<file path="config.mk">
export PLATFORM = sky130hd
export DESIGN_NAME = sched_var_store
export DESIGN_NICKNAME = d
export VERILOG_FILES = /design/src/rtl/svs_pkg.sv /design/src/rtl/svs_sched_counter.sv /design/src/rtl/svs_slot_decode.sv /design/src/rtl/svs_ram.sv /design/src/rtl/sched_var_store.sv
export SDC_FILE = /design/constraint.sdc
export NUM_CORES = 1
export LEC_CHECK = 0
export ABC_AREA = 1
export BUFFER_PORTS_ARGS = -buffer_cell sky130_fd_sc_hd__buf_2
export CAP_MARGIN = 20
export CORE_MARGIN = 1
export CORE_UTILIZATION = 25
export CTS_BUF_LIST = sky130_fd_sc_hd__clkbuf_8 sky130_fd_sc_hd__clkbuf_16
export CTS_CLUSTER_SIZE = 14
export DETAILED_ROUTE_END_ITERATION = 12
export HOLD_SLACK_MARGIN = 0.12
export MAX_ROUTING_LAYER = met4
export PLACE_DENSITY_LB_ADDON = 0.2
export SETUP_SLACK_MARGIN = 0.05
export SLEW_MARGIN = 5
export SYNTH_ARGS = -nofsm -noshare
export SYNTH_HDL_FRONTEND = slang
export SYNTH_SLANG_ARGS = --single-unit
</file>
<file path="constraint.sdc">
create_clock -name clk -period 7 [get_ports clk]
set_input_delay 1.75 -clock clk [delete_from_list [all_inputs] [get_ports clk]]
set_output_delay 1.75 -clock clk [all_outputs]
set_load 0.01 [all_outputs]
</file>
<file path="src/rtl/svs_pkg.sv">
package svs_pkg;

  // Which schedule event a decoder instance looks for
  typedef enum logic [1:0] {
    SLOT_WRITE  = 2'd0,
    SLOT_READ   = 2'd1,
    SLOT_BYPASS = 2'd2
  } slot_kind_e;

  // Slot within the period at which the decoder fires for one variable.
  // Read decodes sit one slot early because their output is registered,
  // and the input stage delays both read and bypass by SYNC.
  function automatic int slot_of(slot_kind_e kind, int start, int life,
                                 int sync, int period);
    int raw;
    case (kind)
      SLOT_WRITE: raw = start;
      SLOT_READ:  raw = start + life - 1 + sync;
      default:    raw = start + sync;
    endcase
    return raw % period;
  endfunction

  // Whether a variable takes part in a decoder of the given kind
  function automatic bit slot_used(slot_kind_e kind, int life);
    if (kind == SLOT_BYPASS) return (life == 0);
    return (life != 0);
  endfunction

endpackage

</file>
<file path="src/rtl/svs_sched_counter.sv">
module svs_sched_counter #(
  parameter int T  = 8,
  parameter int CW = (T > 1) ? $clog2(T) : 1
) (
  input  logic          clk,
  input  logic          rst,
  input  logic          en,
  output logic [CW-1:0] cnt
);

  localparam logic [CW-1:0] LAST = CW'(T - 1);

  always_ff @(posedge clk) begin
    if (rst) begin
      cnt <= '0;
    end else if (en) begin
      if (cnt == LAST) cnt <= '0;
      else             cnt <= cnt + CW'(1);
    end
  end

endmodule

</file>
<file path="src/rtl/svs_slot_decode.sv">
module svs_slot_decode
  import svs_pkg::*;
#(
  parameter int         T     = 8,
  parameter int         CW    = 3,
  parameter int         NV    = 5,
  parameter int         AW    = 2,
  parameter slot_kind_e KIND  = SLOT_WRITE,
  parameter int         SYNC  = 1,
  parameter bit         REG   = 1'b1,
  parameter int         CELL  [NV] = '{default: 0},
  parameter int         START [NV] = '{default: 0},
  parameter int         LIFE  [NV] = '{default: 0}
) (
  input  logic          clk,
  input  logic          rst,
  input  logic          en,
  input  logic [CW-1:0] cnt,
  output logic          hit,
  output logic [AW-1:0] adr
);

  logic [NV-1:0] hit_v;
  logic [AW-1:0] adr_v [NV];
  logic          hit_c;
  logic [AW-1:0] adr_c;

  // One comparator per table entry that uses this kind of slot
  for (genvar v = 0; v < NV; v++) begin : g_var
    localparam int SLOT = slot_of(KIND, START[v], LIFE[v], SYNC, T);
    if (slot_used(KIND, LIFE[v])) begin : g_on
      assign hit_v[v] = (cnt == CW'(SLOT));
      assign adr_v[v] = hit_v[v] ? AW'(CELL[v]) : '0;
    end else begin : g_off
      assign hit_v[v] = 1'b0;
      assign adr_v[v] = '0;
    end
  end

  // Slots are unique per kind, so an OR merge picks the single match
  always_comb begin
    hit_c = |hit_v;
    adr_c = '0;
    for (int v = 0; v < NV; v++) adr_c = adr_c | adr_v[v];
  end

  if (REG) begin : g_reg
    always_ff @(posedge clk) begin
      if (rst) begin
        hit <= 1'b0;
        adr <= '0;
      end else if (en) begin
        hit <= hit_c;
        adr <= adr_c;
      end
    end
  end else begin : g_comb
    assign hit = hit_c;
    assign adr = adr_c;
  end

endmodule

</file>
<file path="src/rtl/svs_ram.sv">
module svs_ram #(
  parameter int WL    = 16,
  parameter int DEPTH = 3,
  parameter int AW    = 2
) (
  input  logic          clk,
  input  logic          we,
  input  logic [AW-1:0] wadr,
  input  logic [WL-1:0] wdata,
  input  logic [AW-1:0] radr,
  output logic [WL-1:0] rdata
);

  logic [WL-1:0] mem [DEPTH];

  // Write on the edge, read combinationally: a same-cycle read of the
  // written cell sees the contents from before the edge.
  always_ff @(posedge clk) begin
    if (we) mem[wadr] <= wdata;
  end

  assign rdata = mem[radr];

endmodule

</file>
<file path="src/rtl/sched_var_store.sv">
module sched_var_store
  import svs_pkg::*;
#(
  parameter int WL      = 16,
  parameter int T       = 8,
  parameter int NV      = 5,
  parameter int NCELL   = 3,
  parameter bit IN_SYNC = 1'b1,
  parameter int CELL  [NV] = '{0, 1, 0, 0, 2},
  parameter int START [NV] = '{0, 1, 3, 4, 6},
  parameter int LIFE  [NV] = '{3, 8, 2, 0, 1}
) (
  input  logic          clk,
  input  logic          rst,
  input  logic          en,
  input  logic [WL-1:0] din,
  output logic [WL-1:0] dout
);

  localparam int CW   = (T > 1) ? $clog2(T) : 1;
  localparam int AW   = (NCELL > 1) ? $clog2(NCELL) : 1;
  localparam int SYNC = IN_SYNC ? 1 : 0;

  logic [CW-1:0] cnt;
  logic [WL-1:0] wdata;
  logic          wr_en;
  logic [AW-1:0] wr_adr;
  logic          rd_en;
  logic [AW-1:0] rd_adr;
  logic [WL-1:0] rdata;
  logic          byp_hit;

  svs_sched_counter #(.T(T), .CW(CW)) u_cnt (
    .clk (clk),
    .rst (rst),
    .en  (en),
    .cnt (cnt)
  );

  // Optional input register; writes and bypass both take its output
  if (IN_SYNC) begin : g_sync
    logic [WL-1:0] din_q;
    always_ff @(posedge clk) begin
      if (rst)     din_q <= '0;
      else if (en) din_q <= din;
    end
    assign wdata = din_q;
  end else begin : g_nosync
    assign wdata = din;
  end

  // Write decode is registered only when the data path is
  svs_slot_decode #(
    .T(T), .CW(CW), .NV(NV), .AW(AW), .KIND(SLOT_WRITE), .SYNC(SYNC),
    .REG(IN_SYNC), .CELL(CELL), .START(START), .LIFE(LIFE)
  ) u_wr_dec (
    .clk (clk),
    .rst (rst),
    .en  (en),
    .cnt (cnt),
    .hit (wr_en),
    .adr (wr_adr)
  );

  // Read decode is always registered and fires one slot early
  svs_slot_decode #(
    .T(T), .CW(CW), .NV(NV), .AW(AW), .KIND(SLOT_READ), .SYNC(SYNC),
    .REG(1'b1), .CELL(CELL), .START(START), .LIFE(LIFE)
  ) u_rd_dec (
    .clk (clk),
    .rst (rst),
    .en  (en),
    .cnt (cnt),
    .hit (rd_en),
    .adr (rd_adr)
  );

  // Bypass slots for zero-lifetime variables (no address needed)
  logic [NV-1:0] byp_v;
  for (genvar v = 0; v < NV; v++) begin : g_byp
    localparam int BSLOT = slot_of(SLOT_BYPASS, START[v], LIFE[v], SYNC, T);
    if (slot_used(SLOT_BYPASS, LIFE[v])) begin : g_on
      assign byp_v[v] = (cnt == CW'(BSLOT));
    end else begin : g_off
      assign byp_v[v] = 1'b0;
    end
  end
  assign byp_hit = |byp_v;

  svs_ram #(.WL(WL), .DEPTH(NCELL), .AW(AW)) u_ram (
    .clk   (clk),
    .we    (wr_en & en),
    .wadr  (wr_adr),
    .wdata (wdata),
    .radr  (rd_adr),
    .rdata (rdata)
  );

  // Output register: bypass has priority, otherwise read data, else hold
  always_ff @(posedge clk) begin
    if (rst) begin
      dout <= '0;
    end else if (en) begin
      if (byp_hit)    dout <= wdata;
      else if (rd_en) dout <= rdata;
    end
  end

endmodule

</file>
==> results of run 1 <==
[metrics by stage]
stage               cells  area, um^2
detailed placement    627        4060
global placement      626        4050
CTS                   643        4320
global route          643        4320
floorplan             426        3730
finish                643        4320
[how the worst max path moves through the flow]
stage	from	to	slack [ns]	cells after the start
after global routing	en	u_ram.mem[2][6]$_DFFE_PP_	3.92	4
after global placement	en	u_ram.mem[2][7]$_DFFE_PP_	3.37	3
after detailed placement	en	u_ram.mem[2][7]$_DFFE_PP_	3.67	4
after floorplan	en	u_ram.mem[0][0]$_DFFE_PP_	3.47	3
after CTS	en	u_ram.mem[2][8]$_DFFE_PP_	4.03	4
final	en	u_ram.mem[2][8]$_DFFE_PP_	4.04	4
[routing by layer]
layer / up-vias / GRT usage (%) / wire length, um
li1: 1393 / - / -
met4: 0 / 5.74 / 167
met5: - / - / 0
met1: 1217 / 15.1 / 4100
met3: 12 / 2.28 / 352
met2: 57 / 17.3 / 3710
[critical path, stage by stage]
cell     delay, ns
buf_2         0.33
nand2_1       0.20
nor3_2        0.48
buf_6         0.24
[logic make-up (layout without fill, tap and decap cells)]
group           count (synthesis)  in the layout
buf+inv                        79            112
compound gates                 46             46
simple gates                  205            205
flops                          90             90
fa+ha+maj                       6              6
[power groups by stage]
stage	Combinational, mW	Clock [mW]	Sequential (mW)
after floorplan	0.0594	0	0.601
after global placement	0.0807	0	0.609
after detailed placement	0.0816	0	0.609
after CTS	0.0821	0.447	0.598
after global routing	0.0934	0.468	0.600
final	0.0793	0.431	0.597
[flip-flops by register name (all words and copies together), names as in the netlist, named ones only]
signal        flops
u_cnt.cnt         3
u_wr_dec.adr      2
u_rd_dec.adr      1
u_wr_dec.hit      1
u_rd_dec.hit      1
u_ram.mem        48
dout             16
g_sync.din_q     16
[cell usage in the layout (no fill, tap or decap)]
cell type,netlist,layout
nand2_1,116,116
nor2_1,67,67
inv_1,57,59
edfxtp_1,48,48
dfxtp_1,42,42
buf_2,8,34
o21ai_0,22,22
a21oi_1,20,20
nand3_1,16,16
clkbuf_16,0,9
ha_1,6,6
nor3_2,0,2
inv_2,2,2
nand2_2,2,2
clkinv_1,0,2
clkinv_2,0,2
buf_4,4,2
or2_1,1,1
o211a_1,1,1
a31oi_1,1,1
nor3_1,3,1
a211oi_1,1,1
o22ai_1,1,1
clkbuf_8,0,1
buf_6,2,1
[area by class of cell]
| cell class | count | area [um^2] |
|---|---|---|
| multi-input combinational | 257 | 1130 |
| tap | 184 | 230 |
| clock buffer | 10 | 239 |
| fill | 1578 | 10200 |
| sequential | 90 | 2280 |
| timing repair buffer | 37 | 196 |
| inverter | 59 | 221 |
| clock inverter | 6 | 25.0 |
==> qor.yml, run 1 <==
fin_tns_setup_ns: 0
clock_skew_ns: 0.00315
synth_common_cells: "nand2_1, nor2_1, inv_1, edfxtp_1, dfxtp_1"
irDropWorstVdd_uv: 105
die_x_um: 124
drc: 0
ys_ff_latch: 90
grt_pass1_vias: 2519
drv_slew: 0
antenna_found_initial: 0
synth_compound_area_share_pct: 6.43
fp.dieArea_mm2: 0.0154
p_sw_mw: 0.258
hold_depth: 2
post_cts_buffers: 0
reg2reg_depth: 8
power.density_mw_per_mm2: 256
ys_types: 22
cp_max_fo: 26
final-hold-violation-count: 0
netlist.area_leader.share_pct: 38.6
r2r_end: "dout[14]$_SDFFE_PP0P_"
p_leak_nw: 1.98
syn_area_mm2: 0.00373
p_int_mw: 0.850
status: "complete, no violations"
hpwl_mm: 5.22
cts_max_path_buffers: 2
post-route-period-util_pct: 42.2
synth_fp_nets: 451
track_usage_pct: 11.6
wl_mm: 8.32
drv_cap: 0
worstPathRequired_ns: 7.05
yosys_warnings: 0
cts_num_sinks: 90
postLayoutCoreUtil_pct: 29.7
io_buffers: 34
p_comb_share_pct: 7.2
clk_latency_ns: 0.34
synthArstFlopShare_pct: 0
worstSetupPathType: "in -> reg"
worst_pin_slew_ns: 0.752
hold_end: "dout[3]$_SDFFE_PP0P_"
cp-end-kind: "flop"
synth_top_family_by_area: "simple AND/OR/NAND/NOR gates"
vias_per_cell: 4.17
setup_viol: 0
slew_headroom_pct: 49.8
rr_startpoint: "u_cnt.cnt[1]$_SDFFE_PP0P_"
swShare_pct: 23.3
cts_tree: "yes"
reg2reg_slack_ns: 4.77
synthCells: 426
start_util_pct: 25.7
synth-edff-count: 48
synthFlopType: "edfxtp_1"
nets: 479
rows: 44
syn_avg_cell_area_um2: 8.77
drtPass1Iterations: 4
yosysTopAreaCell: "edfxtp_1"
grt_max_degree: 34
holdWs_ns: 0.459
worstHoldStart: "dout[3]$_SDFFE_PP0P_"
place.gp.congestion: 0.703
drive_gt1_share_pct: 12.0
ant_nets: 0
synth_simple_gate_area_share_pct: 21.4
cts_root_buf: "clkbuf_16"
synth_area_leaders: "edfxtp_1, dfxtp_1, nand2_1"
synthXorXnorAreaFrac_pct: 0
total_power_mw: 1.11
vias: 2679
startpoint_type: "primary input"
io_pins: 35
drt_first_iter_violations: 133
synth_seq_area_share_pct: 61.1
hp-class: "reg -> reg"
clkPwrFrac_pct: 38.9
p_seq_share_pct: 53.9
core_area_mm2: 0.0145
numCtsBuffers: 9
synth_fa_ha_area_share_pct: 2.01
synth_mux_area_share_pct: 0
antenna_cells: 0
wire_per_inst_um: 12.9
htreeDepth: 3
synth_most_common_cell: "nand2_1"
gr-total-overflow: 0
fp.dieH_um: 124
timing.fmax_ghz: 0.338
rsz0062_at_grt: "no"
post-place-ws_ns: 3.67
fin_ws_ns: 4.04
grt_pass1_wl_mm: 13.4
arrival_ns: 3.00
syn2layout_area_growth_pct: 15.7
hold_buffers: 0
ctsResizeCount: 0
clk_pin_slew_ns: 0.06
final.min_clock_period_ns: 2.96
Power figures use the tool's default switching activity.
==> run 2: changes to the inputs <==
==> constraint.sdc (replaced) <==
create_clock -name clk -period 2.82 [get_ports clk]
set_input_delay 0.705 -clock clk [delete_from_list [all_inputs] [get_ports clk]]
set_output_delay 0.705 -clock clk [all_outputs]
set_load 0.01 [all_outputs]
==> run 2 against run 1 <==
First-iteration DRC count increased by 41%. Sequential power increased by 150%. Clock power increased to 2.6 times the previous value. Combinational power increased to 2.7 times the previous value. Register-to-register slack got worse by 3.6 ns. Count of clock-buffer cells in the layout increased by 2. Global-route usage increased by 0.40 points. Non-clock buffer count increased by 4. Largest cell class unchanged.
==> qor.yml, run 2 (same netlist as run 1, synthesis figures left out) <==
slowest_stage: "nand2_2"  # was nor3_2
htreeDepth: 3  # unchanged
final_common_cell: "nand2_1"  # unchanged
clk_pin_slew_ns: 0.06  # about the same
gr-total-overflow: 0  # unchanged
rsz0062_at_grt: "no"  # unchanged
largest_reg_flops: 48  # unchanged
worst_pin_slew_ns: 0.697  # was 0.752 ns
max_stage_delay_ns: 0.52  # was 0.48 ns
cp-startpoint: "en"  # unchanged
ctsResizeCount: 0  # unchanged
crit_family: "simple AND/OR/NAND/NOR gates"  # unchanged
slew_headroom_pct: 53.3  # was 49.8%
grt_max_degree: 33  # was 34
post_cts_buffers: 0  # unchanged
drv_slew: 0  # unchanged
reg2reg_depth: 8  # unchanged
grt_pass1_vias: 2540  # was 2519
wire_per_inst_um: 13.2  # was 12.9 um
drtPass1Iterations: 4  # unchanged
core_area_mm2: 0.0145  # unchanged
drive_gt1_share_pct: 13.2  # was 12.0%
die_x_um: 124  # unchanged
antenna_cells: 0  # unchanged
place.gp.congestion: 0.691  # was 0.703
cts_max_path_buffers: 2  # unchanged
worstSetupPathType: "in -> reg"  # unchanged
vias: 2627  # was 2679
final.min_clock_period_ns: 1.79
gr-max-usage-layer: "met2"  # unchanged
hpwl_mm: 5.19  # was 5.22 mm
clock_skew_ns: 0.00428  # was 0.00315 ns
timing.fmax_ghz: 0.560
worstPathRequired_ns: 3.09  # was 7.05 ns
status: "complete, no violations"  # unchanged
path_buf_inv: 1  # was 2
drc: 0  # unchanged
power.density_mw_per_mm2: 643  # was 256 mW/mm^2
rows: 44  # unchanged
io_buffers: 34  # unchanged
cts_num_sinks: 90  # unchanged
biggestRegsByFlops: "u_ram.mem: 48 flops, dout: 16 flops, g_sync.din_q: 16 flops"  # unchanged
numCtsBuffers: 9  # unchanged
postLayoutCoreUtil_pct: 30.0  # was 29.7%
use_met2_pct: 17.4  # was 17.3%
clk_latency_ns: 0.33  # was 0.34 ns
setup_viol: 0  # unchanged
cp-end-kind: "flop"  # unchanged
hold_end: "dout[15]$_SDFFE_PP0P_"  # was dout[3]$_SDFFE_PP0P_
drv_cap: 0  # unchanged
p_leak_nw: 2.01  # was 1.98 nW
hold_buffers: 0  # unchanged
start_util_pct: 25.7  # unchanged
cts_root_buf: "clkbuf_16"  # unchanged
final-hold-violation-count: 0  # unchanged
reg2reg_slack_ns: 1.12  # was 4.77 ns
nets: 483  # was 479
io_pins: 35  # unchanged
r2r_end: "dout[13]$_SDFFE_PP0P_"  # was dout[14]$_SDFFE_PP0P_
irDropWorstVdd_uv: 225  # was 105 uV
ant_nets: 0  # unchanged
syn2layout_area_growth_pct: 16.9  # was 15.7%
fp.dieH_um: 124  # unchanged
drt_first_iter_violations: 188  # was 133
vias_per_cell: 4.06  # was 4.17
fp.dieArea_mm2: 0.0154  # unchanged
antenna_found_initial: 0  # unchanged
fin_tns_setup_ns: 0  # unchanged
final_cell_mix: "nand2_1, nor2_1, inv_1"  # unchanged
cts_tree: "yes"  # unchanged
use_met3_pct: 1.98  # was 2.28%
rr_startpoint: "u_cnt.cnt[1]$_SDFFE_PP0P_"  # unchanged
cp_max_fo: 32  # was 26
post-route-period-util_pct: 63.3
wl_mm: 8.51  # was 8.32 mm
worstHoldStart: "dout[15]$_SDFFE_PP0P_"  # was dout[3]$_SDFFE_PP0P_
hp-class: "reg -> reg"  # unchanged
crit_chain: "buf_2 > nand2_2 > nor2_1 > nand2_1 > a21oi_1"  # was buf_2 > nand2_1 > nor3_2 > buf_6
regMostFlops: "u_ram.mem"  # unchanged
hold_depth: 2  # unchanged
arrival_ns: 2.05  # was 3.00 ns
grt_use_met1_pct: 16.4  # was 15.1%
startpoint_type: "primary input"  # unchanged
grt_pass1_wl_mm: 13.8  # was 13.4 mm
track_usage_pct: 12.0  # was 11.6%
run 2: cell count changes in the layout (fill, tap and decap cells not counted), sizes merged:
cell / previous run / this run
clkinv: 4 / 2
clkbuf: 10 / 12
buf: 37 / 41
run 2: stage by stage:
| step | worst slack, ns | power (mW) | cell area [um^2] | instances | hold slack [ns] |
|---|---|---|---|---|---|
| after floorplan | 0.334 | 1.64 | 3730 | 426 | 0.444 |
| after CTS | 1.05 | 2.85 | 4370 | 647 | 0.465 |
| after detailed placement | 0.710 | 1.72 | 4080 | 631 | 0.455 |
| final | 1.03 | 2.81 | 4370 | 647 | 0.461 |
| after global routing | 0.832 | 2.93 | 4370 | 647 | 0.486 |
| after global placement | 0.717 | 1.72 | 4080 | 631 | 0.459 |
run 2: worst max-delay path by stage:
stage / to / cells past startpoint
finish: dout[13]$_SDFFE_PP0P_ / 5
global route: dout[5]$_SDFFE_PP0P_ / 5
CTS: dout[13]$_SDFFE_PP0P_ / 5
detailed placement: dout[13]$_SDFFE_PP0P_ / 5
global placement: dout[9]$_SDFFE_PP0P_ / 5
floorplan: u_ram.mem[0][0]$_DFFE_PP_ / 3
run 2: worst reg2reg max path: cells and delay by family, from the launching register on:
kind / cells / cell delay [ns]
AOI/OAI and AO/OA: 1 / 0.11
adders and majority gates: 1 / 0.20
buffers and inverters: 1 / 0.12
DFF: 1 / 0.32
and+or+nand+nor: 5 / 0.89
run 2: metal layers:
metal  part of all wire, %  vias to the layer above  wire length (um)
li1                      -                     1393                 -
met1                    53                     1182              4510
met2                    43                       43              3660
met3                   2.4                        9               208
met4                   1.6                        0               138
met5                     0                        -                 0
run 2: layout make-up:
cell class | instances | area (um^2)
Fill cell | 1554 | 10200
Sequential cell | 90 | 2280
Multi-Input combinational cell | 257 | 1130
Clock buffer | 12 | 267
Tap cell | 184 | 230
Timing Repair Buffer | 41 | 223
Inverter | 59 | 221
Clock inverter | 4 | 17.5
run 2: power by group:
group,total [mW],internal [mW],leakage (nW),switching [mW]
Sequential,1.47,1.43,0.794,0.0409
Clock,1.12,0.660,0.151,0.461
Combinational,0.211,0.0732,1.07,0.138
Total,2.81,2.17,2.01,0.640
==> run 3: changes to the inputs <==
==> constraint.sdc (replaced) <==
create_clock -name clk -period 1.5 [get_ports clk]
set_input_delay 0.375 -clock clk [delete_from_list [all_inputs] [get_ports clk]]
set_output_delay 0.375 -clock clk [all_outputs]
set_load 0.01 [all_outputs]
==> run 3 against run 2 <==
Clock skew up 0.0035 ns. Global-route usage up 0.38 points. Core utilization up 1.5 points. Hold slack worse by 0.20 ns. Power up 89%. Non-clock buffer count up 9. Critical path type is now reg -> reg.
==> qor.yml, run 3 (same netlist as run 1, synthesis figures left out) <==
status: "complete, no violations"  # unchanged
rsz0062_at_grt: "yes"  # was no
cp_max_fo: 5  # was 32
final-hold-violation-count: 0  # unchanged
arrival_ns: 1.65  # was 2.05 ns
top_layer_used: "met4"  # unchanged
worstPathRequired_ns: 1.77  # was 3.09 ns
holdWs_ns: 0.263  # was 0.461 ns
setup_viol: 0  # unchanged
numCtsBuffers: 9  # unchanged
post_cts_buffers: 0  # unchanged
antenna_cells: 0  # unchanged
r2r_end: "u_cnt.cnt[1]$_SDFFE_PP0P_"  # was dout[13]$_SDFFE_PP0P_
cp-end-kind: "flop"  # unchanged
drv_slew: 0  # unchanged
seqCellArea_mm2: 0.00228  # about the same
met1Wirelength_mm: 4.57  # was 4.51 mm
regMostFlops: "u_ram.mem"  # unchanged
cts_tree: "yes"  # unchanged
nets: 492  # was 483
wl_met3_um: 285  # was 208 um
ctsResizeCount: 0  # unchanged
gr-total-overflow: 0  # unchanged
cts_root_buf: "clkbuf_16"  # unchanged
io_buffers: 34  # unchanged
clk_pin_slew_ns: 0.06  # about the same
biggestRegsByFlops: "u_ram.mem: 48 flops, dout: 16 flops, g_sync.din_q: 16 flops"  # unchanged
power.density_mw_per_mm2: 1160  # was 643 mW/mm^2
post-route-period-util_pct: 92.0
htreeDepth: 3  # unchanged
final_cell_mix: "nand2_1, nor2_1, inv_1"  # unchanged
io_pins: 35  # unchanged
vias: 2719  # was 2627
fill_cells: 1558  # was 1554
reg2reg_depth: 6  # was 8
antenna_found_initial: 0  # unchanged
multiInputGateArea_mm2: 0.00117  # was 0.00113 mm^2
clk_latency_ns: 0.34  # was 0.33 ns
wl_met2_mm: 3.96  # was 3.66 mm
start_util_pct: 25.7  # unchanged
cts_num_sinks: 90  # unchanged
drive_gt1_share_pct: 16.5  # was 13.2%
ant_nets: 0  # unchanged
wl_mm: 8.96  # was 8.51 mm
place.gp.congestion: 0.696  # was 0.691
hold_end: "g_sync.din_q[9]$_SDFFE_PP0P_"  # was dout[15]$_SDFFE_PP0P_
postLayoutCellArea_mm2: 0.00458  # was 0.00437 mm^2
crit_chain: "ha_1 > ha_1 > or2_1 > o22ai_1 > inv_1 > nor2_1"  # was buf_2 > nand2_2 > nor2_1 > nand2_1 > a21oi_1
die_x_um: 124  # unchanged
rr_startpoint: "u_cnt.cnt[0]$_SDFFE_PP0P_"  # was u_cnt.cnt[1]$_SDFFE_PP0P_
slowest_stage: "dfxtp_2"  # was nand2_2
fin_ws_ns: 0.120  # was 1.03 ns
drt_first_iter_violations: 105  # was 188
startpoint_type: "flop"  # was primary input
hold_depth: 3  # was 2
worst_pin_slew_ns: 0.359  # was 0.697 ns
fp.dieArea_mm2: 0.0154  # unchanged
core_area_mm2: 0.0145  # unchanged
irDropWorstVdd_uv: 518  # was 225 uV
final.min_clock_period_ns: 1.38
p_leak_nw: 2.09  # was 2.01 nW
grt_max_degree: 33  # unchanged
vias_per_cell: 4.14  # was 4.06
hpwl_mm: 5.38  # was 5.19 mm
drtPass1Iterations: 4  # unchanged
rows: 44  # unchanged
cts_max_path_buffers: 2  # unchanged
worstSetupPathType: "reg -> reg"  # was in -> reg
hold_buffers: 0  # unchanged
grt_pass1_wl_mm: 14.3  # was 13.8 mm
cpMostUsedCell: "ha_1"
total_power_mw: 5.31  # was 2.81 mW
slew_headroom_pct: 76.0  # was 53.3%
worstHoldStart: "din[9]"  # was dout[15]$_SDFFE_PP0P_
track_usage_pct: 12.4  # was 12.0%
largest_reg_flops: 48  # unchanged
fp.dieH_um: 124  # unchanged
clock_skew_ns: 0.00781  # was 0.00428 ns
final_common_cell: "nand2_1"  # unchanged
timing.fmax_ghz: 0.725
reg2reg_slack_ns: 0.12  # was 1.12 ns
syn2layout_area_growth_pct: 22.6  # was 16.9%
hp-class: "in -> reg"  # was reg -> reg
max_stage_delay_ns: 0.34  # was 0.52 ns
grt_pass1_vias: 2611  # was 2540
post-place-ws_ns: 0.0652  # was 0.710 ns
wire_per_inst_um: 13.7  # was 13.2 um
dpl_cell_area_mm2: 0.00424  # was 0.00408 mm^2
drc: 0  # unchanged
fin_tns_setup_ns: 0  # unchanged
drv_cap: 0  # unchanged
-- run 3: final cells by class --
class,count,share of cell area (%)
repair buffers,50,8.75
inverters,59,4.84
clock buffers,10,5.22
multi-input cells,257,25.5
well taps,184,5.03
clock inverters,6,0.765
flip-flops and latches,90,49.9
-- run 3: critical path, delay by kind of cell (launching register included) --
family | cells | cell delay, ns
AO/OA/AOI/OAI | 1 | 0.15
adder cells (fa/ha/maj) | 2 | 0.40
buffers and inverters | 1 | 0.06
flip-flops | 1 | 0.34
AND/OR/NAND/NOR | 2 | 0.36
-- run 3: per-layer routing --
metal / up-vias / GRT usage, %
met5: - / -
met4: 0 / 6.17
met3: 10 / 2.46
met2: 47 / 18.3
met1: 1244 / 16.2
li1: 1418 / -
-- run 3: power by group --
part / switching, mW / internal [mW] / leakage, nW
sequential: 0.0781 / 2.70 / 0.794
combinational: 0.282 / 0.184 / 1.16
clock: 0.914 / 1.15 / 0.133
total: 1.27 / 4.03 / 2.09
-- run 3: worst max path at each step --
stage / to / startpoint / cells past startpoint / slack, ns
2_1_floorplan: u_ram.mem[0][0]$_DFFE_PP_ / en / 3 / 0.05
3_3_place_gp: u_ram.mem[0][10]$_DFFE_PP_ / en / 4 / 0.06
3_5_place_dp: u_ram.mem[0][9]$_DFFE_PP_ / en / 4 / 0.07
4_1_cts: dout[0]$_SDFFE_PP0P_ / u_cnt.cnt[1]$_SDFFE_PP0P_ / 9 / 0.08
5_1_grt: u_cnt.cnt[1]$_SDFFE_PP0P_ / u_cnt.cnt[0]$_SDFFE_PP0P_ / 6 / 0.02
6_report: u_cnt.cnt[1]$_SDFFE_PP0P_ / u_cnt.cnt[0]$_SDFFE_PP0P_ / 6 / 0.12
-- run 3: per-stage QoR --
step,cells,util [%]
3_5_place_dp,638,29.2
5_1_grt,656,31.5
4_1_cts,654,31.0
2_1_floorplan,426,-
6_report,656,31.5
3_3_place_gp,638,29.2
